<file path="src/rtl/flag_pred_pkg.sv">
package flag_pred_pkg;

  typedef enum logic [1:0] {
    OP_FSET = 2'd0,
    OP_MOV  = 2'd1,
    OP_NEG  = 2'd2,
    OP_BR   = 2'd3
  } opKind_e;

  localparam logic [3:0] CC_UNCF = 4'd0;
  localparam logic [3:0] CC_EQ   = 4'd1;
  localparam logic [3:0] CC_NEQ  = 4'd2;
  localparam logic [3:0] CC_LT   = 4'd3;
  localparam logic [3:0] CC_GEQ  = 4'd4;
  localparam logic [3:0] CC_GT   = 4'd5;
  localparam logic [3:0] CC_LEQ  = 4'd6;

  // Strobes from control to datapath for the op in EXE
  typedef struct packed {
    logic wrEn;
    logic doNeg;
  } dpStrobe_t;

  typedef struct packed {
    logic       valid;
    opKind_e    kind;
    logic [3:0] cond;
    logic [1:0] mask;
    logic [1:0] val;
  } ctlStage_t;

  function automatic logic condPass(logic [3:0] cc, logic n, logic z);
    case (cc)
      CC_UNCF: condPass = 1'b1;
      CC_EQ:   condPass = z;
      CC_NEQ:  condPass = !z;
      CC_LT:   condPass = n;
      CC_GEQ:  condPass = !n;
      CC_GT:   condPass = !n && !z;
      CC_LEQ:  condPass = n || z;
      default: condPass = 1'b0;
    endcase
  endfunction

endpackage

</file>
<file path="src/rtl/flag_pred_ctrl.sv">
module flag_pred_ctrl
  import flag_pred_pkg::*;
#(
  parameter int GAP = 2
) (
  input  logic       clk,
  input  logic       rstN,
  input  logic       inValid,
  input  logic [1:0] inKind,
  input  logic [3:0] inCond,
  input  logic [1:0] inFlagMask,
  input  logic [1:0] inFlagVal,
  input  logic       resN,
  input  logic       resZ,
  output dpStrobe_t  strobe,
  output logic       brTaken,
  output logic       flagN,
  output logic       flagZ
);

  localparam int DEPTH = GAP + 2;
  localparam int EXE   = DEPTH - 1;

  ctlStage_t stg [DEPTH];
  ctlStage_t exe;
  ctlStage_t d2;
  logic      exePass;
  logic      isData;
  logic      fset;
  logic      flagFromRes;
  logic      nextN;
  logic      nextZ;

  assign exe = stg[EXE];
  assign d2  = stg[0];

  always_comb begin
    exePass     = condPass(exe.cond, flagN, flagZ);
    isData      = exe.valid && (exe.kind == OP_MOV || exe.kind == OP_NEG);
    fset        = exe.valid && (exe.kind == OP_FSET);
    flagFromRes = isData && (exe.cond == CC_UNCF);
    strobe.wrEn  = isData && (exePass || exe.kind == OP_NEG);
    strobe.doNeg = (exe.kind == OP_NEG) && exePass;
    nextN = flagN;
    nextZ = flagZ;
    if (fset) begin
      if (exe.mask[1]) nextN = exe.val[1];
      if (exe.mask[0]) nextZ = exe.val[0];
    end else if (flagFromRes) begin
      nextN = resN;
      nextZ = resZ;
    end
  end

  // Branches resolve in D2 against the architectural flag register
  assign brTaken = d2.valid && (d2.kind == OP_BR) && condPass(d2.cond, flagN, flagZ);

  always_ff @(posedge clk) begin
    if (!rstN) begin
      for (int i = 0; i < DEPTH; i++) stg[i] <= '0;
      flagN <= 1'b0;
      flagZ <= 1'b0;
    end else begin
      stg[0] <= '{valid: inValid, kind: opKind_e'(inKind), cond: inCond,
                  mask: inFlagMask, val: inFlagVal};
      for (int i = 1; i < DEPTH; i++) stg[i] <= stg[i-1];
      flagN <= nextN;
      flagZ <= nextZ;
    end
  end

  // without a flag-set or condition-0 data op in EXE the flags hold
  a_r7_flags_hold: assert property (@(posedge clk) disable iff (!rstN)
    !(fset || flagFromRes) |=> $stable({flagN, flagZ}));

  // a masked flag-set lands on N one edge after EXE
  a_r2_fset_n: assert property (@(posedge clk) disable iff (!rstN)
    (fset && exe.mask[1]) |=> flagN == $past(exe.val[1]));

  // condition-0 data ops copy the datapath result status into the flags
  a_r7_uncf_flags: assert property (@(posedge clk) disable iff (!rstN)
    (flagFromRes && !fset) |=> (flagN == $past(resN) && flagZ == $past(resZ)));

  // a taken branch never comes with a register write in the same slot
  a_r8_branch_quiet: assert property (@(posedge clk) disable iff (!rstN)
    (exe.valid && exe.kind == OP_BR) |-> !strobe.wrEn);

endmodule

</file>
<file path="src/rtl/flag_pred_dp.sv">
module flag_pred_dp
  import flag_pred_pkg::*;
#(
  parameter int W    = 32,
  parameter int NREG = 8,
  parameter int GAP  = 2,
  localparam int IW  = $clog2(NREG)
) (
  input  logic          clk,
  input  logic          rstN,
  input  logic [W-1:0]  inSrc,
  input  logic [IW-1:0] inDst,
  input  logic [IW-1:0] rdIdx,
  input  dpStrobe_t     strobe,
  output logic [W-1:0]  rdData,
  output logic [IW-1:0] wbIdx,
  output logic [W-1:0]  wbData,
  output logic          resN,
  output logic          resZ
);

  localparam int DEPTH = GAP + 2;
  localparam int EXE   = DEPTH - 1;

  logic [W-1:0]             srcPipe [DEPTH];
  logic [IW-1:0]            dstPipe [DEPTH];
  logic [NREG-1:0][W-1:0]   regs;
  logic [W-1:0]             exeSrc;

  assign exeSrc = srcPipe[EXE];
  assign wbIdx  = dstPipe[EXE];
  assign wbData = strobe.doNeg ? {~exeSrc[W-1], exeSrc[W-2:0]} : exeSrc;
  assign resN   = wbData[W-1];
  assign resZ   = ~|wbData[W-2:0];
  assign rdData = regs[rdIdx];

  always_ff @(posedge clk) begin
    srcPipe[0] <= inSrc;
    dstPipe[0] <= inDst;
    for (int i = 1; i < DEPTH; i++) begin
      srcPipe[i] <= srcPipe[i-1];
      dstPipe[i] <= dstPipe[i-1];
    end
  end

  always_ff @(posedge clk) begin
    if (!rstN) regs <= '0;
    else if (strobe.wrEn) regs[wbIdx] <= wbData;
  end

  // a failed move (no write strobe) leaves the whole file untouched
  a_r5_no_write_hold: assert property (@(posedge clk) disable iff (!rstN)
    !strobe.wrEn |=> $stable(regs));

  // a strobed write lands at the EXE destination
  a_r5_write_lands: assert property (@(posedge clk) disable iff (!rstN)
    strobe.wrEn |=> regs[$past(wbIdx)] == $past(wbData));

endmodule

</file>
<file path="src/rtl/flag_pred_unit.sv">
module flag_pred_unit
  import flag_pred_pkg::*;
#(
  parameter int W    = 32,
  parameter int NREG = 8,
  parameter int GAP  = 2,
  localparam int IW  = $clog2(NREG)
) (
  input  logic          clk,
  input  logic          rstN,
  input  logic          inValid,
  input  logic [1:0]    inKind,
  input  logic [3:0]    inCond,
  input  logic [1:0]    inFlagMask,
  input  logic [1:0]    inFlagVal,
  input  logic [W-1:0]  inSrc,
  input  logic [IW-1:0] inDst,
  input  logic [IW-1:0] rdIdx,
  output logic [W-1:0]  rdData,
  output logic          brTaken,
  output logic          wbEn,
  output logic [IW-1:0] wbIdx,
  output logic [W-1:0]  wbData,
  output logic          flagN,
  output logic          flagZ
);

  dpStrobe_t strobe;
  logic      resN;
  logic      resZ;

  flag_pred_ctrl #(.GAP(GAP)) u_ctrl (
    .clk(clk), .rstN(rstN), .inValid(inValid), .inKind(inKind),
    .inCond(inCond), .inFlagMask(inFlagMask), .inFlagVal(inFlagVal),
    .resN(resN), .resZ(resZ), .strobe(strobe), .brTaken(brTaken),
    .flagN(flagN), .flagZ(flagZ)
  );

  flag_pred_dp #(.W(W), .NREG(NREG), .GAP(GAP)) u_dp (
    .clk(clk), .rstN(rstN), .inSrc(inSrc), .inDst(inDst), .rdIdx(rdIdx),
    .strobe(strobe), .rdData(rdData), .wbIdx(wbIdx), .wbData(wbData),
    .resN(resN), .resZ(resZ)
  );

  assign wbEn = strobe.wrEn;

endmodule

</file>
<file path="config.mk">
export PLATFORM = sky130hd
export DESIGN_NAME = flag_pred_unit
export DESIGN_NICKNAME = d
export VERILOG_FILES = /design/src/rtl/flag_pred_pkg.sv /design/src/rtl/flag_pred_ctrl.sv /design/src/rtl/flag_pred_dp.sv /design/src/rtl/flag_pred_unit.sv
export SDC_FILE = /design/constraint.sdc
export NUM_CORES = 1
export LEC_CHECK = 0
export BUFFER_PORTS_ARGS = -buffer_cell sky130_fd_sc_hd__buf_2
export CAP_MARGIN = 20
export CELL_PAD_IN_SITES_DETAIL_PLACEMENT = 1
export CELL_PAD_IN_SITES_GLOBAL_PLACEMENT = 1
export CORE_AREA = 2 2 184 186
export DETAILED_ROUTE_END_ITERATION = 6
export DIE_AREA = 0 0 186 188
export PLACE_DENSITY_LB_ADDON = 0.1
export SLEW_MARGIN = 20
export SYNTH_ARGS = -nofsm -noshare
export SYNTH_HDL_FRONTEND = slang
export SYNTH_HIERARCHICAL = 1
export SYNTH_SLANG_ARGS = --single-unit
</file>
<file path="constraint.sdc">
create_clock -name clk -period 6.8 [get_ports clk]
set_input_delay 0.34 -clock clk [delete_from_list [all_inputs] [get_ports clk]]
set_output_delay 0.34 -clock clk [all_outputs]
set_load 0.005 [all_outputs]
</file>
# Word level (Yosys, flattened, before mapping)
# Memories as Yosys holds them, arrays and structs flattened.
# Index checks and enable logic that the tools add are counted.
[word_totals] reg_bits=258 ramBits=184 word_cells=80 n_memories=3
[classes] order_cmp=3 eq_ne=17 mux=20 n_bitwise=5 reduce_logical=22
[memory_table] memory="u_dp.srcPipe" words=4 word_bits=32 read_ports=4 rd_ports_with_merged_regs=0 wr=4 line_no="flag_pred_dp.sv:25" source="logic [W-1:0] srcPipe [DEPTH];"
[memory_table] memory="u_ctrl.stg" words=4 word_bits=11 read_ports=4 rd_ports_with_merged_regs=0 wr=4 line_no="flag_pred_ctrl.sv:24" source="ctlStage_t stg [DEPTH];"
[memory_table] memory="u_dp.dstPipe" words=4 word_bits=3 read_ports=4 rd_ports_with_merged_regs=0 wr=4 line_no="flag_pred_dp.sv:26" source="logic [IW-1:0] dstPipe [DEPTH];"
[op_table] operator="$bwmux 256" count=1
[op_table] operator="$bmux 32 s3" count=1
[op_table] operator="$demux 32 s3" count=1
[op_table] operator="$mux 32" count=3
[op_table] operator="$mux 11" count=4
[op_table] operator="$reduce_or 31->1" count=1
[op_table] operator="$eq 4x3->1 const B" count=6
[op_table] operator="$eq 4x2->1 const B" count=4
[op_table] operator="$pmux 1 s7" count=2
[op_table] operator="$logic_and 1x1->1" count=9
[op_table] operator="$eq 4x1->1 const B" count=2
[op_table] operator="$logic_not 4->1" count=2
[op_table] operator="$lt 3x4->1 const B" count=2
[op_table] operator="$mux 1" count=8
[op_table] operator="$eq 2x2->1 const B" count=2
[op_table] operator="$ne 2x1->1 const B" count=2
[op_table] operator="$or 1x1->1" count=4
[op_table] operator="$reduce_and 2->1" count=2
[op_table] operator="$ge 3x1->1 const B" count=1
[op_table] operator="$logic_not 1->1" count=3
[op_table] operator="$logic_or 1x1->1" count=3
[op_table] operator="$eq 2x1->1 const B" count=1
[op_table] operator="$logic_not 2->1" count=1
[op_table] operator="$reduce_bool 2->1" count=1
[op_table] operator="$not 1->1" count=1

# Logic depth before layout (Yosys ltp)
# Gate-level depths: netlist of the first run.
[logic_depth] ltp_word=9 depth_mapped=10

# By module
# The synthesis of the first run kept the hierarchy.
[by_module_without_submodules] module="flag_pred_dp" instances=1 cells_per_inst=1522 area_per_inst_um2=14848.0 seq_area_each_um2=7927.6
[by_module_without_submodules] module="flag_pred_ctrl" instances=1 cells_per_inst=140 area_per_inst_um2=1505.2 seq_area_each_um2=920.9

# Worst setup path after synthesis of the first run
# OpenSTA, ideal clock, no wires.
[synth_timing] path_kind="flip-flop to flip-flop" from="mem u_ctrl/stg[0][39] (netlist name)" to="reg u_dp/regs[31] (netlist name)" setup_ps=116 t_arrival_ps=2256 required_time_ps=6684 path_slack_ps=4427 path_stages_with_launch=10 path_buffers=2 synth_period_minus_slack_ps=2373 cell_sequence="dfxtp_1 -> mux2_1 -> a221oi_1 -> a31oi_1 -> o21ai_1 -> buf_4 -> nor4b_4 -> buf_6 -> nand2_1 -> o211a_1"
[synth_lines] item="from (decl)" line_no="flag_pred_ctrl.sv:24"
[synth_lines] item="to (signal, indexed assignment)" line_no="flag_pred_dp.sv:48" source="else if (strobe.wrEn) regs[wbIdx] <= wbData;"
[synth_lines] item="to (decl)" line_no="flag_pred_dp.sv:27" source="logic [NREG-1:0][W-1:0] regs;"

==> run summary, run 1 <==
The run finished with clean final reports. The total clock buffers created by CTS is between 40 and 50. The worst path buffer plus inverter count is 1. The die span in x came out at between 150 and 200 µm. The max-cap violation count is 0.

Leaving out fill and tap cells, the most frequent cell in the layout is sky130_fd_sc_hd__nand2_1. The starting density of the core came out at about 50%. The number of antenna violations at the first check in global routing is 0. The total area inside the core boundary comes to 0.0331 mm². The number of core rows came out at 67. The fraction of layout instances using a drive strength above 1 came out at 14.5%.

The total number of clock tree sinks came out at approximately 440. The worst path arrival time came out at about 4.4 ns. The number of max-slew violations in the final report is 0. Once the clock tree was built, the resizer swapped 0 gates to a different size. The largest family of logic cells by synthesized area is simple AND/OR/NAND/NOR gates.

The net count after synthesis is roughly 1700. The layout overhead on the synthesized area came out at 14.1%. The peak supply drop is ~0.23 mV. The wire length of the first global-routing pass came out at 68300 µm.

The share of the Yosys chip area taken by registers is about 54%. The fraction of the mapped netlist area in adder cells is less than 1%. The number of setup violations in the final report came out at 0. After clock tree synthesis, the clock-pin slew on the worst setup and hold paths is about 0.06 ns. The path class of the lowest-slack min-delay path is in2reg. The final-report hold violation count is 0. The number of antenna repair diodes is 0. The total wire length after detailed routing came out at roughly 43000 µm. Detailed placement ended at an HPWL of 24600 µm. Setup repair after global routing left no endpoint under its margin. The worst clock skew is about 0.014 ns. The starting DRC count in detailed routing came out at around 600.

The count of cell types in the netlist is 45. The setup path with the least slack is of type reg2reg. The placer's final routability congestion estimate is between 0.7 and 0.8. On the worst path, the slowest cell contributes a delay of 1.05 ns. The post-synthesis instance area came out at 0.0164 mm². The power per cell area is roughly 290 mW/mm². The family of cells with the greatest summed delay on the critical path is compound AO/OA/AOI/OAI gates. The instance count of the mapped netlist is approximately 1700. For this run, the post-layout net count is 1769. The most used flip-flop cell after synthesis is sky130_fd_sc_hd__dfxtp_1. The final critical delay including setup and external delays came out at just under 4 ns. The start point of the critical path is u_ctrl/stg[0][39]. The DRC violations left is 0. The library cells used most frequently in the layout, excluding fill and tap cells, are sky130_fd_sc_hd__nand2_1, sky130_fd_sc_hd__dfxtp_1, sky130_fd_sc_hd__a21boi_0, sky130_fd_sc_hd__buf_2, sky130_fd_sc_hd__mux2i_1. The flip-flop and latch area came out at between 0.008 and 0.009 mm². The reported leakage power is 6.94 nW. The cell sitting at the root of the clock tree is a sky130_fd_sc_hd__clkbuf_16. The transition at the pin with the smallest max-transition slack came out at approximately 1.1 ns. The multi-input combinational cell area is 0.00650 mm². The critical path goes through mux2_1 > a221oi_1 > a31oi_1 > o21ai_1 > nand4bb_1 > buf_4 > nand2_1 > a21boi_0.

Dividing the detail-routed wire length by the instance count gives 19.6 µm. The global routing usage summed across all routing layers came out at around a quarter. The number of H-tree levels came out at 2. After layout, the design draws a total of ~5.3 mW. The setup total negative slack is 0 ns. The startpoint of the most critical hold path is rstN. The number of top-level pins came out at between 100 and 150. The leftover overflow at the end of global routing is 0. Once detail routing completed, the nets flagged for antenna violations numbered 0. The worst setup path is captured at a flip-flop. The die is ~190 µm tall. The endpoint required time on the critical path is 7.24 ns.

The yosys synthesis warning count came out at 6. For this design, the slowest cell found on the critical path is sky130_fd_sc_hd__nand4bb_1. The maximum fanout encountered on the critical timing path came out at 17.

The final clock period utilization by the worst path came out at 57.6%. The portion of netlist area occupied by mux cells is 8.46%. The mean area per synthesized cell is approximately 9.8 µm². The via count of the routed design came out at 11900. The startpoint identified for the worst register-to-register timing path is u_ctrl/stg[0][39]. Summing the areas of all xor and xnor instances in the mapped netlist gives 0.0536% of the synthesized area. The via-per-instance ratio is about 5.4. The via count of the first global-routing pass came out at roughly 12000. The achievable frequency is roughly 260 MHz.

The die outline area is approximately 0.035 mm². The largest net degree at the start of global routing is 115. The longest clock path from root to sink contains 3 buffers.

The worst-skew pair later-pin latency is about 0.58 ns. STA classifies the critical path startpoint as a flip-flop. Counting flops with a built-in enable in the synthesized netlist gives 0. The area fraction in compound gates after synthesis came out at between 10 and 15%.

The proportion of synthesized flip-flops having asynchronous set or reset came out at 0%. The number of fill cells came out at about 3600. The simple-gate area share of the yosys netlist came out at 16.7%. The count of port buffers added during placement is 121. For this run, the detailed router's first-pass iteration total came to 5. The total of flip-flops plus latches after synthesis came out at 442. The worst relative slew slack came out at a little over a quarter. The TritonCTS clock tree is yes.
-- worst reg2reg max path, stage by stage (launching register included) --
cell                        delay [ns]
sky130_fd_sc_hd__dfxtp_1          0.43
sky130_fd_sc_hd__mux2_1           0.36
sky130_fd_sc_hd__a221oi_1         0.29
sky130_fd_sc_hd__a31oi_1          0.10
sky130_fd_sc_hd__o21ai_1          0.77
sky130_fd_sc_hd__nand4bb_1        1.05
sky130_fd_sc_hd__buf_4            0.58
sky130_fd_sc_hd__nand2_1          0.11
sky130_fd_sc_hd__a21boi_0         0.10
-- stage by stage --
stage / hold slack [ns] / cell area (µm²) / instances / util, % / setup slack [ns]
global placement: 0.310 / 16700 / 2071 / 50.4 / 3.18
finish: 0.277 / 18700 / 2198 / 56.3 / 2.88
global route: 0.308 / 18700 / 2198 / 56.3 / 2.58
floorplan: 0.310 / 16400 / 1662 / - / 4.43
detailed placement: 0.313 / 16700 / 2071 / 50.4 / 2.95
CTS: 0.276 / 18700 / 2198 / 56.3 / 2.92
-- sequential cells by signal (all words and copies together) (netlist names) --
name	count
u_ctrl/stg	44
u_dp/dstPipe	12
u_ctrl/flagZ	1
u_dp/regs	256
u_dp/srcPipe	128
u_ctrl/flagN	1
-- metal layers --
| metal | wire length (µm) | GRT usage (%) |
|---|---|---|
| met5 | 0 | 0 |
| met4 | 1130 | 8.57 |
| met2 | 19800 | 40.7 |
| met3 | 1700 | 3.61 |
| met1 | 20300 | 34.2 |
-- report_power, final --
group,internal [mW],leakage [nW],switching (mW)
combinational,0.0840,2.57,0.0795
clock,1.46,0.754,1.03
sequential,2.64,3.62,0.0507
-- timing repair --
action	in CTS	in global routing
buffers inserted	0	0
hold buffers	46	0
hold endpoints to repair	46	0
-- area by class of cell --
class                      count  area share, %
clock buffer                  67           7.29
clock inverter                14          0.785
inverter                       4         0.0805
multi-input combinational   1036           34.9
sequential                   442           47.4
timing repair buffer         187           6.57
tap                          448           3.00
-- path summary, 6_finish.rpt --
kind / slack [ns] / cells after the start / endpoint
hold / removal: 0.28 / 2 / u_dp/regs[134]
setup reg to reg: 2.88 / 8 / u_dp/regs[155]
setup / recovery: 2.88 / 8 / u_dp/regs[155]
hold reg to reg: 0.32 / 0 / u_dp/srcPipe[3][6]
-- logic make-up after synthesis --
logic type      count (synthesis)
buf+inv                       184
simple gates                  633
mux                            98
xor+xnor                        1
fa+ha+maj                       2
compound gates                302
flops                         442
-- Yosys cell counts (3+ instances only) --
cell	instances	area share, %
sky130_fd_sc_hd__buf_2	75	2.3
sky130_fd_sc_hd__nand4b_1	4	0.21
sky130_fd_sc_hd__buf_6	7	0.48
sky130_fd_sc_hd__buf_4	48	2.2
sky130_fd_sc_hd__nand2b_1	33	1.3
sky130_fd_sc_hd__inv_1	4	0.092
sky130_fd_sc_hd__a21boi_0	200	9.2
sky130_fd_sc_hd__nand2_1	513	12
sky130_fd_sc_hd__nor4_1	7	0.27
sky130_fd_sc_hd__mux2i_1	64	3.9
sky130_fd_sc_hd__nand3_1	8	0.24
sky130_fd_sc_hd__nand4_1	3	0.11
sky130_fd_sc_hd__o211a_1	10	0.61
sky130_fd_sc_hd__and2_1	44	1.7
sky130_fd_sc_hd__o221ai_1	32	1.7
sky130_fd_sc_hd__nand4bb_1	3	0.21
sky130_fd_sc_hd__clkbuf_1	48	1.1
sky130_fd_sc_hd__dfxtp_1	442	54
sky130_fd_sc_hd__mux4_2	32	4.4
sky130_fd_sc_hd__a21boi_1	48	2.2
sky130_fd_sc_hd__nor2_1	5	0.11
sky130_fd_sc_hd__and4b_1	3	0.18
Note: power is estimated with default switching activity, not from simulation.
==> run 2: changes to the inputs <==
--- a/config.mk
+++ b/config.mk
@@ -5,13 +5,14 @@
 export SDC_FILE = /design/constraint.sdc
 export NUM_CORES = 1
 export LEC_CHECK = 0
+export ABC_AREA = 1
 export BUFFER_PORTS_ARGS = -buffer_cell sky130_fd_sc_hd__buf_2
 export CAP_MARGIN = 20
 export CELL_PAD_IN_SITES_DETAIL_PLACEMENT = 1
 export CELL_PAD_IN_SITES_GLOBAL_PLACEMENT = 1
-export CORE_AREA = 2 2 184 186
+export CORE_AREA = 2 2 202 204
 export DETAILED_ROUTE_END_ITERATION = 6
-export DIE_AREA = 0 0 186 188
+export DIE_AREA = 0 0 204 206
 export PLACE_DENSITY_LB_ADDON = 0.1
 export SLEW_MARGIN = 20
 export SYNTH_ARGS = -nofsm -noshare
==> constraint.sdc (replaced) <==
create_clock -name clk -period 3.86 [get_ports clk]
set_input_delay 0.193 -clock clk [delete_from_list [all_inputs] [get_ports clk]]
set_output_delay 0.193 -clock clk [all_outputs]
set_load 0.005 [all_outputs]
==> run summary, run 2 <==
The final-report hold violation count came out at 0 (unchanged). Sorting the synthesized cells by area gives the leading types as sky130_fd_sc_hd__dfxtp_1, sky130_fd_sc_hd__nor2_1, sky130_fd_sc_hd__nand2_1, sky130_fd_sc_hd__o21ai_0, sky130_fd_sc_hd__inv_1. STA classifies the critical path endpoint as a flip-flop. The detailed-route wire length per cell came out at 16.5 µm (-16%).

Counting instances in the post-synthesis netlist gives the leading cell types as sky130_fd_sc_hd__nor2_1, sky130_fd_sc_hd__nand2_1, sky130_fd_sc_hd__dfxtp_1. The floorplan core area came out at 0.0402 mm² (+21%). The worst relative slew slack was 33.2% (+7.1 points). The maximum fanout encountered on the critical timing path came out at 19 (+2).

The number of max-slew violations in the final report is 0 (unchanged). The final clock period utilization by the worst path came out at 70.9% (+13 points). The worst clock skew is 0.0216 ns (+0.00791 ns).

The die outline area is 0.0420 mm² (+20%). The via count of the first global-routing pass came out at 15200 (+22%). The endpoint required time on the critical path came out at 4.33 ns (-2.91 ns).

The post-detailed-placement half-perimeter wirelength came out at 28900 µm (+17%). The most common cell in the netlist is sky130_fd_sc_hd__nor2_1. The number of antenna-violating nets in the routed design came out at 0 (unchanged). The worst setup path is launched from a flip-flop. The class of the most critical setup path is reg2reg. The reported leakage power is 8.97 nW (+29%). The setup total negative slack came to 0 ns (unchanged). The register with the most flip-flops is u_dp/regs.

The proportion of synthesized flip-flops having asynchronous set or reset is 0% (unchanged). The run finished with clean final reports. The clock root buffer master is sky130_fd_sc_hd__clkbuf_16. The total number of clock tree sinks is 442 (unchanged). The worst slack on hold paths came out at 0.109 ns (-0.168 ns). The max-cap violation count was 0 (unchanged). The proportion of netlist area held by the largest area contributor is 52.2% (-1.9 points).

The commonest register cell after synthesis is sky130_fd_sc_hd__dfxtp_1. The kind of cell with the highest combined delay along the critical path is simple AND/OR/NAND/NOR gates. TritonCTS built the clock tree.

The final critical delay including setup and external delays is 2.74 ns (-1.18 ns). Leaving out fill and tap cells, the most frequent cells in the layout are sky130_fd_sc_hd__nor2_1, sky130_fd_sc_hd__nand2_1, sky130_fd_sc_hd__dfxtp_1, sky130_fd_sc_hd__inv_1, sky130_fd_sc_hd__o21ai_0. The DRC violations left is 0 (unchanged). The number of setup violations in the final report was 0 (unchanged). The worst setup slack after placement came to 1.17 ns (-1.78 ns). The number of antenna repair diodes came out at 0 (unchanged). The count of cell types in the netlist was 24 (-47%). The power per cell area is 510 mW/mm² (+78%). The largest registers in the layout are u_dp/regs: 256 flops, u_dp/srcPipe: 128 flops, u_ctrl/stg: 44 flops. The leftover overflow at the end of global routing came out at 0 (unchanged).

The global routing usage summed across all routing layers is 24.5% (-0.60 points). The largest net degree at the start of global routing came out at 109 (-5.2%). The number of iterations in the first detailed-routing pass came out at 4 (-1).

The worst-skew pair later-pin latency is 0.60 ns (+0.02 ns). The number of buffers on the longest clock path is 3 (unchanged). The layout overhead on the synthesized area came out at 17.0%. The peak supply drop came out at 0.339 mV (+46%). The clock transition time at the flip-flop clock pins of the worst setup and hold paths came to 0.06 ns (about the same).

The number of resized instances in the post-cts repair step is 0 (unchanged). The biggest area contributor in the post-synthesis netlist is sky130_fd_sc_hd__dfxtp_1. The worst reg-to-reg setup slack came out at 1.12 ns (-1.76 ns). The worst hold path depth is 3 (+1). The yosys synthesis warning count was 6 (unchanged). The total wire length after detailed routing came out at 50400 µm (+17%). The placer's final routability congestion estimate is 0.746 (+1.8%). The number of cell instances on the worst register-to-register path came to 12 (+4). The via-per-instance ratio is 4.82 (-11%). The starting density of the core came to 42.2% (-7.2 points). The number of H-tree levels is 2 (unchanged).

The tightest min-delay check is of the in2reg type. The critical path depth in cells is 12 (+4). On the critical path, the stage with the largest delay is an instance of sky130_fd_sc_hd__dfxtp_1. The number of top-level pins is 122 (unchanged). The flip-flop count of the largest register, all copies and words added was 256 (unchanged). The number of flops mapped to enable cells by yosys is 0 (unchanged).

The fraction of layout instances using a drive strength above 1 is 10.1% (-4.3 points). The height of the chip is 206 µm (+9.6%). The net count after synthesis came out at 2452 (+43%). The achievable frequency is 365 MHz (+43%).

The number of antenna violations at the first check in global routing came out at 0 (unchanged). The number of core rows is 74 (+10%). The worst setup margin came to 1.12 ns (-1.76 ns). The transition at the pin with the smallest max-transition slack is 0.999 ns (-0.104 ns). The total clock buffers created by CTS came out at 48 (+6.7%). The via count of the routed design is 14700 (+24%). The die span in x is 204 µm (+9.7%). The highest cell delay on the worst timing path is 0.48 ns (-0.57 ns). Leaving out fill and tap cells, the most frequent cell in the layout is sky130_fd_sc_hd__nor2_1.

The wire length of the first global-routing pass came to 81100 µm (+19%). The worst path buffer plus inverter count came to 3 (+2). The instance count of the mapped netlist came out at 2399 (+44%). Setup repair after global routing left no endpoint under its margin. The net total in the final layout is 2537 (+43%). The worst path arrival time came out at 3.21 ns (-1.15 ns). The count of port buffers added during placement is 121 (unchanged). The post-synthesis instance area was 0.0170 mm² (+3.6%).

The mean area per synthesized cell came out at 7.07 µm² (-28%). The proportion of synthesized chip area in sequential cells is 52.2% (-1.9 points). The starting DRC count in detailed routing was 704 (+17%). The total of flip-flops plus latches after synthesis came out at 442 (unchanged). The signal on the critical path passes through inv_2 > nand2_1 > nand3_2 > nand3_2 > nor2_2 > nor2_1 > nand2_2 > inv_2 > nand2_1 > buf_4 > o21ai_0 > nor2_1.
## run 2: layer usage
metal	up-vias	share of wire [%]	global-route usage, %
met5	-	0	0
met4	0	2.3	7.76
met3	65	3.1	3.47
met2	196	49	43.7
met1	7105	46	30.5
li1	7347	-	-
## run 2: cell type report
type,instances,area [µm²]
clock inverters,18,275
fillers,5156,20400
repair buffers,196,1320
inverters,327,1230
flip-flops and latches,442,8850
clock buffers,66,1400
well taps,532,666
multi-input cells,1469,6090
## run 2: repair_timing
| item | CTS | global route |
|---|---|---|
| setup endpoints to repair | 0 | 0 |
| endpoints found under the hold margin | 46 | 0 |
| buffers inserted | 0 | 0 |
| hold buffers | 46 | 0 |
## run 2: cell families (layout without fill, tap and decap cells)
logic type               count (synthesis)  after routing  synth area share [%]
AND/OR/NAND/NOR                       1206           1206                  28.0
AO/OA/AOI/OAI                          260            260                  7.71
flip-flops                             442            442                  52.2
adder cells (fa/ha/maj)                  2              2                 0.148
XOR/XNOR                                 1              1                0.0517
buffers and inverters                  488            607                  11.9
## run 2: stage by stage
| step | util (%) | std cells | power (mW) | instance area, µm² |
|---|---|---|---|---|
| 2_1_floorplan | - | 2399 | 5.12 | 17000 |
| 3_3_place_gp | 44.0 | 2920 | 5.30 | 17700 |
| 3_5_place_dp | 44.0 | 2920 | 5.32 | 17700 |
| 4_1_cts | 49.3 | 3050 | 10.2 | 19800 |
| 5_1_grt | 49.3 | 3050 | 10.5 | 19800 |
| 6_report | 49.3 | 3050 | 10.1 | 19800 |
## run 2: worst paths after layout
check / from / endpoint
min reg2reg: u_dp/srcPipe[2][19] / u_dp/srcPipe[3][19]
max: u_ctrl/flagZ / u_dp/regs[181]
min: rstN / u_ctrl/stg[0][1]
max reg2reg: u_ctrl/flagZ / u_dp/regs[181]
## run 2: power by group
part / internal [mW] / switching (mW)
clock network: 2.99 / 1.87
logic: 0.192 / 0.324
registers: 4.66 / 0.0734
## run 2: worst register-to-register path: cells and delay by family, from the launching register on
| family | cells | cell delay (ns) |
|---|---|---|
| buffers and inverters | 3 | 0.64 |
| DFF | 1 | 0.48 |
| and+or+nand+nor | 8 | 1.30 |
| AOI/OAI and AO/OA | 1 | 0.19 |
